[config.mk]
export PLATFORM = sky130hd
export DESIGN_NAME = mux_flash_front
export DESIGN_NICKNAME = d
export VERILOG_FILES = /design/src/rtl/mfb_pkg.sv /design/src/rtl/mfb_sync.sv /design/src/rtl/mfb_addr_latch.sv /design/src/rtl/mfb_rst_qual.sv /design/src/rtl/mfb_wr_port.sv /design/src/rtl/mfb_rd_path.sv /design/src/rtl/mux_flash_front.sv
export SDC_FILE = /design/constraint.sdc
export NUM_CORES = 1
export LEC_CHECK = 0
export BUFFER_PORTS_ARGS = -buffer_cell sky130_fd_sc_hd__buf_2
export CORE_UTILIZATION = 47
export CTS_CLUSTER_SIZE = 12
export DETAILED_ROUTE_END_ITERATION = 8
export PLACE_DENSITY = 0.77
export SLEW_MARGIN = 5
export SYNTH_ARGS = -nofsm -noshare
export SYNTH_HDL_FRONTEND = slang
export SYNTH_SLANG_ARGS = --single-unit
[constraint.sdc]
create_clock -name clk -period 1.91 [get_ports clk]
set_clock_uncertainty 0.15 [all_clocks]
set_input_delay 0.0955 -clock clk [delete_from_list [all_inputs] [get_ports clk]]
set_output_delay 0.0955 -clock clk [all_outputs]
set_load 0.005 [all_outputs]
[src/rtl/mfb_pkg.sv]
package mfb_pkg;

  typedef enum logic [1:0] {
    SRC_ARRAY  = 2'd0,
    SRC_STATUS = 2'd1,
    SRC_SIG    = 2'd2,
    SRC_RSVD   = 2'd3
  } rd_src_e;

  localparam logic [7:0] ID_MAKER   = 8'h20;
  localparam logic [7:0] ID_DEVICE  = 8'h29;
  localparam logic [7:0] LOCK_CLEAR = 8'h00;

  // identifier byte: bit 1 picks the lock query, bit 0 maker/device
  function automatic logic [7:0] sig_byte(input logic a1, input logic a0);
    if (a1) return LOCK_CLEAR;
    return a0 ? ID_DEVICE : ID_MAKER;
  endfunction

endpackage

[src/rtl/mfb_sync.sv]
module mfb_sync #(
  parameter int             W       = 1,
  parameter int             STAGES  = 2,
  parameter logic [W-1:0]   RST_VAL = '0
) (
  input  logic         clk,
  input  logic         rst_n,
  input  logic [W-1:0] d,
  output logic [W-1:0] q
);

  generate
    if (STAGES == 0) begin : g_pass
      assign q = d;
    end else begin : g_chain
      logic [STAGES-1:0][W-1:0] stg;
      always_ff @(posedge clk or negedge rst_n) begin
        if (!rst_n) begin
          for (int i = 0; i < STAGES; i++) stg[i] <= RST_VAL;
        end else begin
          stg[0] <= d;
          for (int i = 1; i < STAGES; i++) stg[i] <= stg[i-1];
        end
      end
      assign q = stg[STAGES-1];
    end
  endgenerate

endmodule

[src/rtl/mfb_addr_latch.sv]
module mfb_addr_latch #(
  parameter int PW = 11,
  localparam int FW = 2 * PW
) (
  input  logic          clk,
  input  logic          rst_n,
  input  logic          rc_s,
  input  logic [PW-1:0] addr_s,
  input  logic          live,
  input  logic          clr,
  output logic [FW-1:0] full_addr
);

  logic          rc_q;
  logic [PW-1:0] row_q;
  logic [PW-1:0] col_q;
  logic          rc_fall;
  logic          rc_rise;

  assign rc_fall = rc_q & ~rc_s;
  assign rc_rise = ~rc_q & rc_s;

  always_ff @(posedge clk or negedge rst_n) begin
    if (!rst_n) begin
      rc_q  <= 1'b1;
      row_q <= '0;
      col_q <= '0;
    end else begin
      rc_q <= rc_s;
      if (clr) begin
        row_q <= '0;
        col_q <= '0;
      end else if (live) begin
        if (rc_fall) row_q <= addr_s;
        if (rc_rise) col_q <= addr_s;
      end
    end
  end

  assign full_addr = {col_q, row_q};

endmodule

[src/rtl/mfb_rst_qual.sv]
module mfb_rst_qual #(
  parameter int RST_MIN = 8,
  localparam int CW = $clog2(RST_MIN + 1)
) (
  input  logic clk,
  input  logic rst_n,
  input  logic irst_n_s,
  output logic fire
);

  localparam logic [CW-1:0] LAST = CW'(RST_MIN - 1);
  localparam logic [CW-1:0] CAP  = CW'(RST_MIN);

  logic [CW-1:0] low_cnt;

  always_ff @(posedge clk or negedge rst_n) begin
    if (!rst_n) begin
      low_cnt <= '0;
    end else if (irst_n_s) begin
      low_cnt <= '0;
    end else if (low_cnt != CAP) begin
      low_cnt <= low_cnt + 1'b1;
    end
  end

  // fires once, on the cycle the low run reaches the minimum width
  assign fire = ~irst_n_s & (low_cnt == LAST);

endmodule

[src/rtl/mfb_wr_port.sv]
module mfb_wr_port #(
  parameter int AW = 22,
  parameter int DW = 8
) (
  input  logic          clk,
  input  logic          rst_n,
  input  logic          we_n_s,
  input  logic          oe_n_s,
  input  logic          live,
  input  logic [DW-1:0] dq_s,
  input  logic [AW-1:0] cur_addr,
  input  logic          clr,
  input  logic          cmd_ready,
  output logic          cmd_valid,
  output logic [DW-1:0] cmd_data,
  output logic [AW-1:0] cmd_addr
);

  logic we_q;
  logic strobe;
  logic slot_free;

  assign strobe    = ~we_q & we_n_s & oe_n_s & live;
  assign slot_free = ~cmd_valid | cmd_ready;

  always_ff @(posedge clk or negedge rst_n) begin
    if (!rst_n) begin
      we_q      <= 1'b1;
      cmd_valid <= 1'b0;
      cmd_data  <= '0;
      cmd_addr  <= '0;
    end else begin
      we_q <= we_n_s;
      if (clr) begin
        cmd_valid <= 1'b0;
      end else if (strobe && slot_free) begin
        cmd_valid <= 1'b1;
        cmd_data  <= dq_s;
        cmd_addr  <= cur_addr;
      end else if (cmd_ready) begin
        cmd_valid <= 1'b0;
      end
    end
  end

endmodule

[src/rtl/mfb_rd_path.sv]
module mfb_rd_path
  import mfb_pkg::*;
#(
  parameter int AW = 22,
  parameter int DW = 8
) (
  input  logic          clk,
  input  logic          rst_n,
  input  logic          src_load,
  input  logic [1:0]    src_code,
  input  logic          clr,
  input  logic          read_en,
  input  logic [AW-1:0] cur_addr,
  input  logic [DW-1:0] arr_rdata,
  input  logic [DW-1:0] stat_data,
  output logic [DW-1:0] dq_o,
  output logic          dq_oe
);

  rd_src_e       sel_q;
  logic [DW-1:0] pick;

  always_ff @(posedge clk or negedge rst_n) begin
    if (!rst_n) begin
      sel_q <= SRC_ARRAY;
    end else if (clr) begin
      sel_q <= SRC_ARRAY;
    end else if (src_load && (rd_src_e'(src_code) != SRC_RSVD)) begin
      sel_q <= rd_src_e'(src_code);
    end
  end

  always_comb begin
    case (sel_q)
      SRC_STATUS: pick = stat_data;
      SRC_SIG:    pick = DW'(sig_byte(cur_addr[1], cur_addr[0]));
      default:    pick = arr_rdata;
    endcase
  end

  always_ff @(posedge clk or negedge rst_n) begin
    if (!rst_n) begin
      dq_oe <= 1'b0;
      dq_o  <= '0;
    end else begin
      dq_oe <= read_en;
      dq_o  <= read_en ? pick : '0;
    end
  end

endmodule

[src/rtl/mux_flash_front.sv]
module mux_flash_front #(
  parameter int PIN_AW      = 11,
  parameter int DW          = 8,
  parameter int SYNC_STAGES = 2,
  parameter int RST_MIN     = 8,
  localparam int FULL_AW    = 2 * PIN_AW
) (
  input  logic               clk,
  input  logic               rst_n,
  input  logic [PIN_AW-1:0]  pin_addr,
  input  logic               pin_rc,
  input  logic               pin_oe_n,
  input  logic               pin_we_n,
  input  logic               pin_ifc_rst_n,
  input  logic [DW-1:0]      dq_i,
  output logic [DW-1:0]      dq_o,
  output logic               dq_oe,
  output logic               cmd_valid,
  input  logic               cmd_ready,
  output logic [DW-1:0]      cmd_data,
  output logic [FULL_AW-1:0] cmd_addr,
  input  logic               src_load,
  input  logic [1:0]         src_code,
  output logic [FULL_AW-1:0] arr_addr,
  input  logic [DW-1:0]      arr_rdata,
  input  logic [DW-1:0]      stat_data,
  input  logic               op_busy,
  output logic               op_abort,
  output logic [FULL_AW-1:0] abort_addr
);

  localparam int PV_W = PIN_AW + DW + 4;
  localparam logic [PV_W-1:0] PV_IDLE = PV_W'(4'hF);

  logic [PV_W-1:0]   pv_raw;
  logic [PV_W-1:0]   pv_s;
  logic [PIN_AW-1:0] addr_s;
  logic [DW-1:0]     dq_s;
  logic              rc_s;
  logic              oe_n_s;
  logic              we_n_s;
  logic              irst_s;
  logic              rst_fire;
  logic              read_en;

  assign pv_raw = {pin_addr, dq_i, pin_rc, pin_oe_n, pin_we_n, pin_ifc_rst_n};

  mfb_sync #(.W(PV_W), .STAGES(SYNC_STAGES), .RST_VAL(PV_IDLE)) u_sync (
    .clk   (clk),
    .rst_n (rst_n),
    .d     (pv_raw),
    .q     (pv_s)
  );

  assign {addr_s, dq_s, rc_s, oe_n_s, we_n_s, irst_s} = pv_s;
  assign read_en = irst_s & ~oe_n_s & we_n_s;

  mfb_rst_qual #(.RST_MIN(RST_MIN)) u_rqual (
    .clk      (clk),
    .rst_n    (rst_n),
    .irst_n_s (irst_s),
    .fire     (rst_fire)
  );

  mfb_addr_latch #(.PW(PIN_AW)) u_alat (
    .clk       (clk),
    .rst_n     (rst_n),
    .rc_s      (rc_s),
    .addr_s    (addr_s),
    .live      (irst_s),
    .clr       (rst_fire),
    .full_addr (arr_addr)
  );

  mfb_wr_port #(.AW(FULL_AW), .DW(DW)) u_wr (
    .clk       (clk),
    .rst_n     (rst_n),
    .we_n_s    (we_n_s),
    .oe_n_s    (oe_n_s),
    .live      (irst_s),
    .dq_s      (dq_s),
    .cur_addr  (arr_addr),
    .clr       (rst_fire),
    .cmd_ready (cmd_ready),
    .cmd_valid (cmd_valid),
    .cmd_data  (cmd_data),
    .cmd_addr  (cmd_addr)
  );

  mfb_rd_path #(.AW(FULL_AW), .DW(DW)) u_rd (
    .clk       (clk),
    .rst_n     (rst_n),
    .src_load  (src_load),
    .src_code  (src_code),
    .clr       (rst_fire),
    .read_en   (read_en),
    .cur_addr  (arr_addr),
    .arr_rdata (arr_rdata),
    .stat_data (stat_data),
    .dq_o      (dq_o),
    .dq_oe     (dq_oe)
  );

  always_ff @(posedge clk or negedge rst_n) begin
    if (!rst_n) begin
      op_abort   <= 1'b0;
      abort_addr <= '0;
    end else begin
      op_abort <= rst_fire & op_busy;
      if (rst_fire && op_busy) abort_addr <= cmd_addr;
    end
  end

endmodule

==> impl_metrics.yaml, run 1 <==
grt:
  globalRoute.totalOverflow: 0
  grt_first_pass_wirelength_mm: 17.0
  grtUsageTotal: 0.208
  grt_start_max_net_pins: 60
  grt_pass1_vias: 3338
  grt_antenna_before_repair: 0
synthesis:
  yosys.area_share.xor_xnor: 0.00359
  yosys.area_share.simple: 0.0543
  synth_compound_gate_area_share: 0.0335
  syn-cell-area_um2: 4890
  synthesis.area_per_instance_um2: 16.2
  synth_top_family_by_area: "multiplexers"
  yosys_warnings: 0
  synth-seq-cells: 139
  synth_nets: 352
  synth_sequential_area_ratio: 0.714
  post_synth_num_cell_types: 30
  synthMuxAreaShare: 0.159
  post_synth_fa_ha_maj_area_fraction: 0.0102
  netlist_instances: 302
detailed_routing:
  via_count: 3124
  wire_per_inst_um: 15.9
  vias_per_cell: 4.84
  drt_pre_antenna_iters: 5
  drt_drc_violations_left: 0
  detail_route.iter0.violations: 89
  postRouteAntennaNets: 0
  totalWireLength_mm: 10.3
sta:
  post-route-worst-setup-slack_ns: 0.0993
  total_count_of_hold_check_failures_in_the_final_report: 0
  setup_viol_count_final: 0
  layout_worst_path_cycle_share: 0.948
  worst_slack_on_hold_paths_ns: 0.0684
  grt_setup_unrepaired: "no"
  worst-slew-pin-transition_ns: 0.563
  maxSlewHeadroom: 0.624
  fmax_mhz: 552
  timing.final.max_slew_violations: 0
  period_needed_ns: 1.81
place:
  globalplace.congestion: 0.787
  place_worst_setup_slack_ns: -0.00957
  hpwl_mm: 6.70
  numPortBuffers: 130
  place_area_um2: 5790
cells_and_area:
  share_of_post_route_cells_with_drive_strength_above_1: 0.458
  syn_to_final_growth_pct: 39.6
  finish.utilization: 0.689
  finalInstanceArea_um2: 6820
  antenna-diode-count: 0
  fin_nets: 550
pwr:
  vdd_drop_max_v: 0.000622
  internal-power_w: 0.00577
  cellLeakagePower_nw: 3.56
  total_switching_power_w: 0.00181
  power-per-cell-area_nw_per_um2: 1110
  reg_power_frac: 0.474
  power.switching_fraction: 0.239
  power_w: 0.00759
  proportion_of_power_drawn_by_combinational_gates: 0.129
  share_clk_of_total_power: 0.397
clock_network:
  htreeDepth: 4
  clk_pin_slew_worst_paths_ns: 0.06
  clockBufferDepth: 2
  tritoncts_clock_tree: "yes"
  tritoncts_buffers: 17
  clockRootBuffer: "sky130_fd_sc_hd__clkbuf_8"
  clock-sinks: 139
  clock_latency_ns: 0.51
worst_setup_path:
  critPathArrivalTime_ns: 2.05
  critPathCaptureType: "flip-flop"
  startpoint_type: "flip-flop"
  worstPathMaxFanout: 13
  timing.critical_path.required_ns: 2.15
  timing.setup.critical_path_class: "reg2reg"
status:
  run_status: "finished clean"
floorplanning:
  die_y_um: 104
  die_area_um2: 10800
  die_width_um: 104
  io_pins: 131
  placementRows: 36
  core_area_um2: 9910
  start_util: 0.493
flow_run:
  drv.max_cap_violation_count: 0
worst_hold_path:
  min-delay-path-class: "in2reg"
[cells by family after synthesis]
group | after synthesis
buffers and inverters | 22
multiplexers | 64
XOR/XNOR | 2
adder cells (fa/ha/maj) | 4
AND/OR/NAND/NOR | 49
AO/OA/AOI/OAI | 22
flip-flops | 139
[power by group through the flow]
stage,clock network [W],registers (W),logic (W)
after floorplan,0,0.00360,0.000375
after global placement,0,0.00362,0.000869
after detailed placement,0,0.00364,0.000905
after CTS,0.00307,0.00360,0.000987
after global routing,0.00321,0.00364,0.00107
final,0.00301,0.00359,0.000978
[path summary, 6_finish.rpt]
kind,startpoint,to,slack (ns),cells after the start
hold / removal,dq_i[2],u_sync.g_chain.stg[6],0.07,2
setup reg to reg,u_sync.q[1],u_wr.cmd_data[5],0.1,4
max in group asynchronous,rst_n,u_sync.q[2],0.38,4
min in group asynchronous,rst_n,op_abort,0.50,3
setup / recovery,u_sync.q[1],u_wr.cmd_data[5],0.1,4
hold reg to reg,u_sync.g_chain.stg[21],u_sync.q[21],0.20,0
[sequential cells by signal (all words and copies together), names as in the netlist]
register / cells
u_wr.cmd_valid: 1
u_sync.g_chain.stg: 23
u_rd.dq_oe: 1
u_rqual.low_cnt: 4
u_rd.dq_o: 8
abort_addr: 22
u_wr.cmd_data: 8
u_wr.cmd_addr: 22
u_alat.col_q: 11
u_alat.rc_q: 1
u_wr.we_q: 1
u_sync.q: 23
u_rd.sel_q: 2
u_alat.row_q: 11
op_abort: 1
[routing by layer]
metal  track usage  share of wire  vias to the layer above
met3        0.0602          0.039                       17
met2         0.332           0.50                       88
met1         0.268           0.44                     1583
met4        0.0806          0.016                        0
li1              -              -                     1436
met5             0              0                        -
[worst max-delay path, cell delays in order (launching register included)]
cell                      delay, ns
sky130_fd_sc_hd__dfstp_2       0.55
sky130_fd_sc_hd__nand2_1       0.09
sky130_fd_sc_hd__nor4b_4       0.32
sky130_fd_sc_hd__buf_6         0.23
sky130_fd_sc_hd__mux2_2        0.35
[what timing repair did]
action | CTS | global route
hold buffers | 47 | 0
setup endpoints to repair | 10 | 22
endpoints found under the hold margin | 185 | 0
pin swaps | 0 | 0
resized for setup | 1 | 2
buffers inserted | 0 | 1
[through the flow]
stage               setup TNS (ns)  instances
floorplan                        0        302
global placement                 0        566
detailed placement         -0.0222        566
CTS                              0        645
global route                     0        646
finish                           0        646
[Yosys cell counts]
cell                       count  area share
sky130_fd_sc_hd__a211oi_1      1      0.0015
sky130_fd_sc_hd__a21oi_1       7      0.0072
sky130_fd_sc_hd__a221oi_1      2      0.0036
sky130_fd_sc_hd__a22o_1       11       0.020
sky130_fd_sc_hd__and3b_1       1      0.0018
sky130_fd_sc_hd__buf_2         1      0.0010
sky130_fd_sc_hd__buf_4         4      0.0061
sky130_fd_sc_hd__buf_6         3      0.0069
sky130_fd_sc_hd__clkbuf_1      5      0.0038
sky130_fd_sc_hd__dfrtp_1     129        0.66
sky130_fd_sc_hd__dfstp_2      10       0.054
sky130_fd_sc_hd__ha_1          4       0.010
sky130_fd_sc_hd__inv_1         9      0.0069
sky130_fd_sc_hd__mux2_1        2      0.0046
sky130_fd_sc_hd__mux2_2       31       0.071
sky130_fd_sc_hd__mux2_4       19       0.058
sky130_fd_sc_hd__mux2i_1      12       0.025
sky130_fd_sc_hd__nand2_1       9      0.0069
sky130_fd_sc_hd__nand2_4       1      0.0023
sky130_fd_sc_hd__nand2b_1      2      0.0026
sky130_fd_sc_hd__nand3_1       2      0.0020
sky130_fd_sc_hd__nand3b_1      8       0.012
sky130_fd_sc_hd__nor2_1       17       0.013
sky130_fd_sc_hd__nor2b_1       4      0.0051
sky130_fd_sc_hd__nor3_1        3      0.0031
sky130_fd_sc_hd__nor4b_2       1      0.0031
sky130_fd_sc_hd__nor4bb_1      1      0.0020
sky130_fd_sc_hd__o21bai_1      1      0.0015
sky130_fd_sc_hd__xnor2_1       1      0.0018
sky130_fd_sc_hd__xor2_1        1      0.0018
[layout make-up]
class,count,area [um^2]
Clock buffer,24,450
Clock inverter,8,95.1
Fill cell,709,3090
Inverter,9,33.8
Multi-Input combinational cell,141,1310
Sequential cell,139,3490
Tap cell,133,166
Timing Repair Buffer,192,1280
[placed cells by master, fill, tap and decap left out, types with 8 or more instances in the layout]
cell type and instances:
sky130_fd_sc_hd__a22o_1 11, sky130_fd_sc_hd__nand2_1 9, sky130_fd_sc_hd__inv_1 9, sky130_fd_sc_hd__clkbuf_16 16, sky130_fd_sc_hd__mux2_4 19, sky130_fd_sc_hd__dlygate4sd3_1 47, sky130_fd_sc_hd__mux2i_1 12, sky130_fd_sc_hd__dfrtp_1 129
sky130_fd_sc_hd__nand3b_1 8, sky130_fd_sc_hd__buf_4 11, sky130_fd_sc_hd__mux2_2 31, sky130_fd_sc_hd__buf_2 129, sky130_fd_sc_hd__dfstp_2 10, sky130_fd_sc_hd__nor2_1 16
Note: power is estimated with default switching activity, not from simulation.
==> run 2: changes to the inputs <==
--- a/config.mk
+++ b/config.mk
@@ -10,5 +10,6 @@
 export CTS_CLUSTER_SIZE = 12
 export DETAILED_ROUTE_END_ITERATION = 8
-export PLACE_DENSITY = 0.77
+export PLACE_DENSITY = 0.72
+export SETUP_SLACK_MARGIN = 0.1
 export SLEW_MARGIN = 5
 export SYNTH_ARGS = -nofsm -noshare
==> constraint.sdc (replaced) <==
create_clock -name clk -period 1.91 [get_ports clk]
set_clock_uncertainty 0.15 [all_clocks]
set_input_delay 0.382 -clock clk [delete_from_list [all_inputs] [get_ports clk]]
set_output_delay 0.382 -clock clk [all_outputs]
set_load 0.005 [all_outputs]
==> run 2 against run 1 <==
Combinational power down 0.7%. Maximum frequency about the same. Register-to-register slack about the same. Sequential share of layout area down 0.29 points. Via count down 1.9%.
==> impl_metrics.yaml, run 2 (synthesis results as in run 1) <==
detailed_routing:
  totalWireLength_mm: 10.2
  via_count: 3066
  postRouteAntennaNets: 0
  vias_per_cell: 4.77
  wire_per_inst_um: 15.9
  drt_pre_antenna_iters: 4
  detail_route.iter0.violations: 108
  drt_drc_violations_left: 0
cells_and_area:
  share_of_post_route_cells_with_drive_strength_above_1: 0.480
  n_fill_cell: 695
  fin_nets: 547
  layout.cells.most_common_list: "sky130_fd_sc_hd__dfrtp_1, sky130_fd_sc_hd__buf_2, sky130_fd_sc_hd__dlygate4sd3_1"
  syn_to_final_growth_pct: 40.4
  finalInstanceArea_um2: 6860
  antenna-diode-count: 0
place:
  numPortBuffers: 130
  globalplace.congestion: 0.727
  place_area_um2: 5800
  place_worst_setup_slack_ns: 0.0266
  hpwl_mm: 6.38
worst_setup_path:
  worstReg2RegStart: "u_sync.q[1]"
  worstPathMaxFanout: 12
  critPathCaptureType: "flip-flop"
  critical-path-top-delay-family: "flip-flops"
  timing.critical_path.required_ns: 2.15
  crit_chain: "nand2_1, nor4b_4, buf_6, mux2_2"
  cp_slowest_stage_delay_ns: 0.54
  crit_path_top_delay_cell: "sky130_fd_sc_hd__dfstp_2"
  worstSetupStartpoint: "u_sync.q[1]"
  worstPathBufferInverterCount: 1
  timing.setup.critical_path_class: "reg2reg"
  startpoint_type: "flip-flop"
  critPathArrivalTime_ns: 2.05
grt:
  grt_antenna_before_repair: 0
  grt_first_pass_wirelength_mm: 16.3
  globalRoute.totalOverflow: 0
  grtUsageTotal: 0.199
  grt_start_max_net_pins: 44
  grt_pass1_vias: 3120
worst_hold_path:
  worstHoldStart: "cmd_ready"
  min-delay-path-class: "in2reg"
pwr:
  vdd_drop_max_v: 0.000707
  cellLeakagePower_nw: 3.58
  power-per-cell-area_nw_per_um2: 1120
clock_network:
  clock-sinks: 139
  clk_pin_slew_worst_paths_ns: 0.06
  clock_latency_ns: 0.50
  clockBufferDepth: 2
  clockRootBuffer: "sky130_fd_sc_hd__clkbuf_8"
  tritoncts_clock_tree: "yes"
  tritoncts_buffers: 17
  htreeDepth: 4
sta:
  maxSlewHeadroom: 0.672
  fmax_mhz: 552
  grt_setup_unrepaired: "yes"
  post-route-worst-setup-slack_ns: 0.0985
  final.setup.tns_ns: 0
  timing.final.max_slew_violations: 0
  total_count_of_hold_check_failures_in_the_final_report: 0
  period_needed_ns: 1.81
  worst-slew-pin-transition_ns: 0.492
  setup_viol_count_final: 0
  layout_worst_path_cycle_share: 0.948
floorplanning:
  die_width_um: 104
  io_pins: 131
  die_y_um: 104
  core_area_um2: 9910
  start_util: 0.493
  die_area_um2: 10800
  placementRows: 36
status:
  run_status: "finished clean"
flow_run:
  drv.max_cap_violation_count: 0
## run 2: cell types whose count changed in the layout (fill, tap and decap cells not counted), moves of 2 or more
cell / before / now
sky130_fd_sc_hd__buf_12: 3 / 5
sky130_fd_sc_hd__clkinv_4: 0 / 3
sky130_fd_sc_hd__dlygate4sd3_1: 47 / 39
sky130_fd_sc_hd__clkbuf_1: 6 / 2
sky130_fd_sc_hd__clkbuf_8: 2 / 4
sky130_fd_sc_hd__buf_6: 2 / 4
## run 2: tightest hold or removal path, cell delays in order
cell and delay [ns]:
sky130_fd_sc_hd__buf_2 0.07, sky130_fd_sc_hd__nand2b_1 0.11, sky130_fd_sc_hd__o21bai_1 0.06
## run 2: final timing paths
path	end	slack [ns]	cells past startpoint
max in group asynchronous	u_alat.rc_q	0.78	3
min in group asynchronous	u_sync.g_chain.stg[21]	0.21	2
hold reg to reg	u_sync.q[19]	0.20	0
hold / removal	u_wr.cmd_valid	0.02	3
setup / recovery	u_wr.cmd_data[1]	0.1	4
setup reg to reg	u_wr.cmd_data[1]	0.1	4
## run 2: per-stage QoR
stage | instances | utilization | total power, W | hold slack, ns
finish | 643 | 0.692 | 0.00769 | 0.0176
global route | 643 | 0.692 | 0.00804 | 0.00864
CTS | 635 | 0.684 | 0.00775 | 0.00476
detailed placement | 564 | 0.585 | 0.00454 | 0.180
global placement | 564 | 0.585 | 0.00449 | 0.175
floorplan | 302 | - | 0.00398 | -0.0636
## run 2: report_power, final
| part | switching (W) | internal (W) |
|---|---|---|
| combinational | 0.000401 | 0.000570 |
| clock | 0.00117 | 0.00196 |
| sequential | 0.000269 | 0.00332 |
## run 2: timing repair
item                                   in CTS  in global routing
setup endpoints to repair                  23                 48
resized for setup                           2                  2
endpoints found under the hold margin     106                  0
buffers inserted                            0                  6
pin swaps                                   0                  1
gates cloned                                0                  2
hold buffers                               39                  0
## run 2: layer usage
metal  global-route usage  up-vias  share of wire
met4               0.0898        0          0.018
met1                0.260     1527           0.45
met3               0.0470       17          0.043
met5                    0        -              0
li1                     -     1433              -
met2                0.316       89           0.49
## run 2: final cells by class
type,instances,area [um^2],area share
clock buffer,22,463,0.0675
timing repair buffer,189,1290,0.188
sequential,139,3490,0.509
clock inverter,10,116,0.0170
tap,133,166,0.0243
multi-input combinational,141,1300,0.190
inverter,9,33.8,0.00492
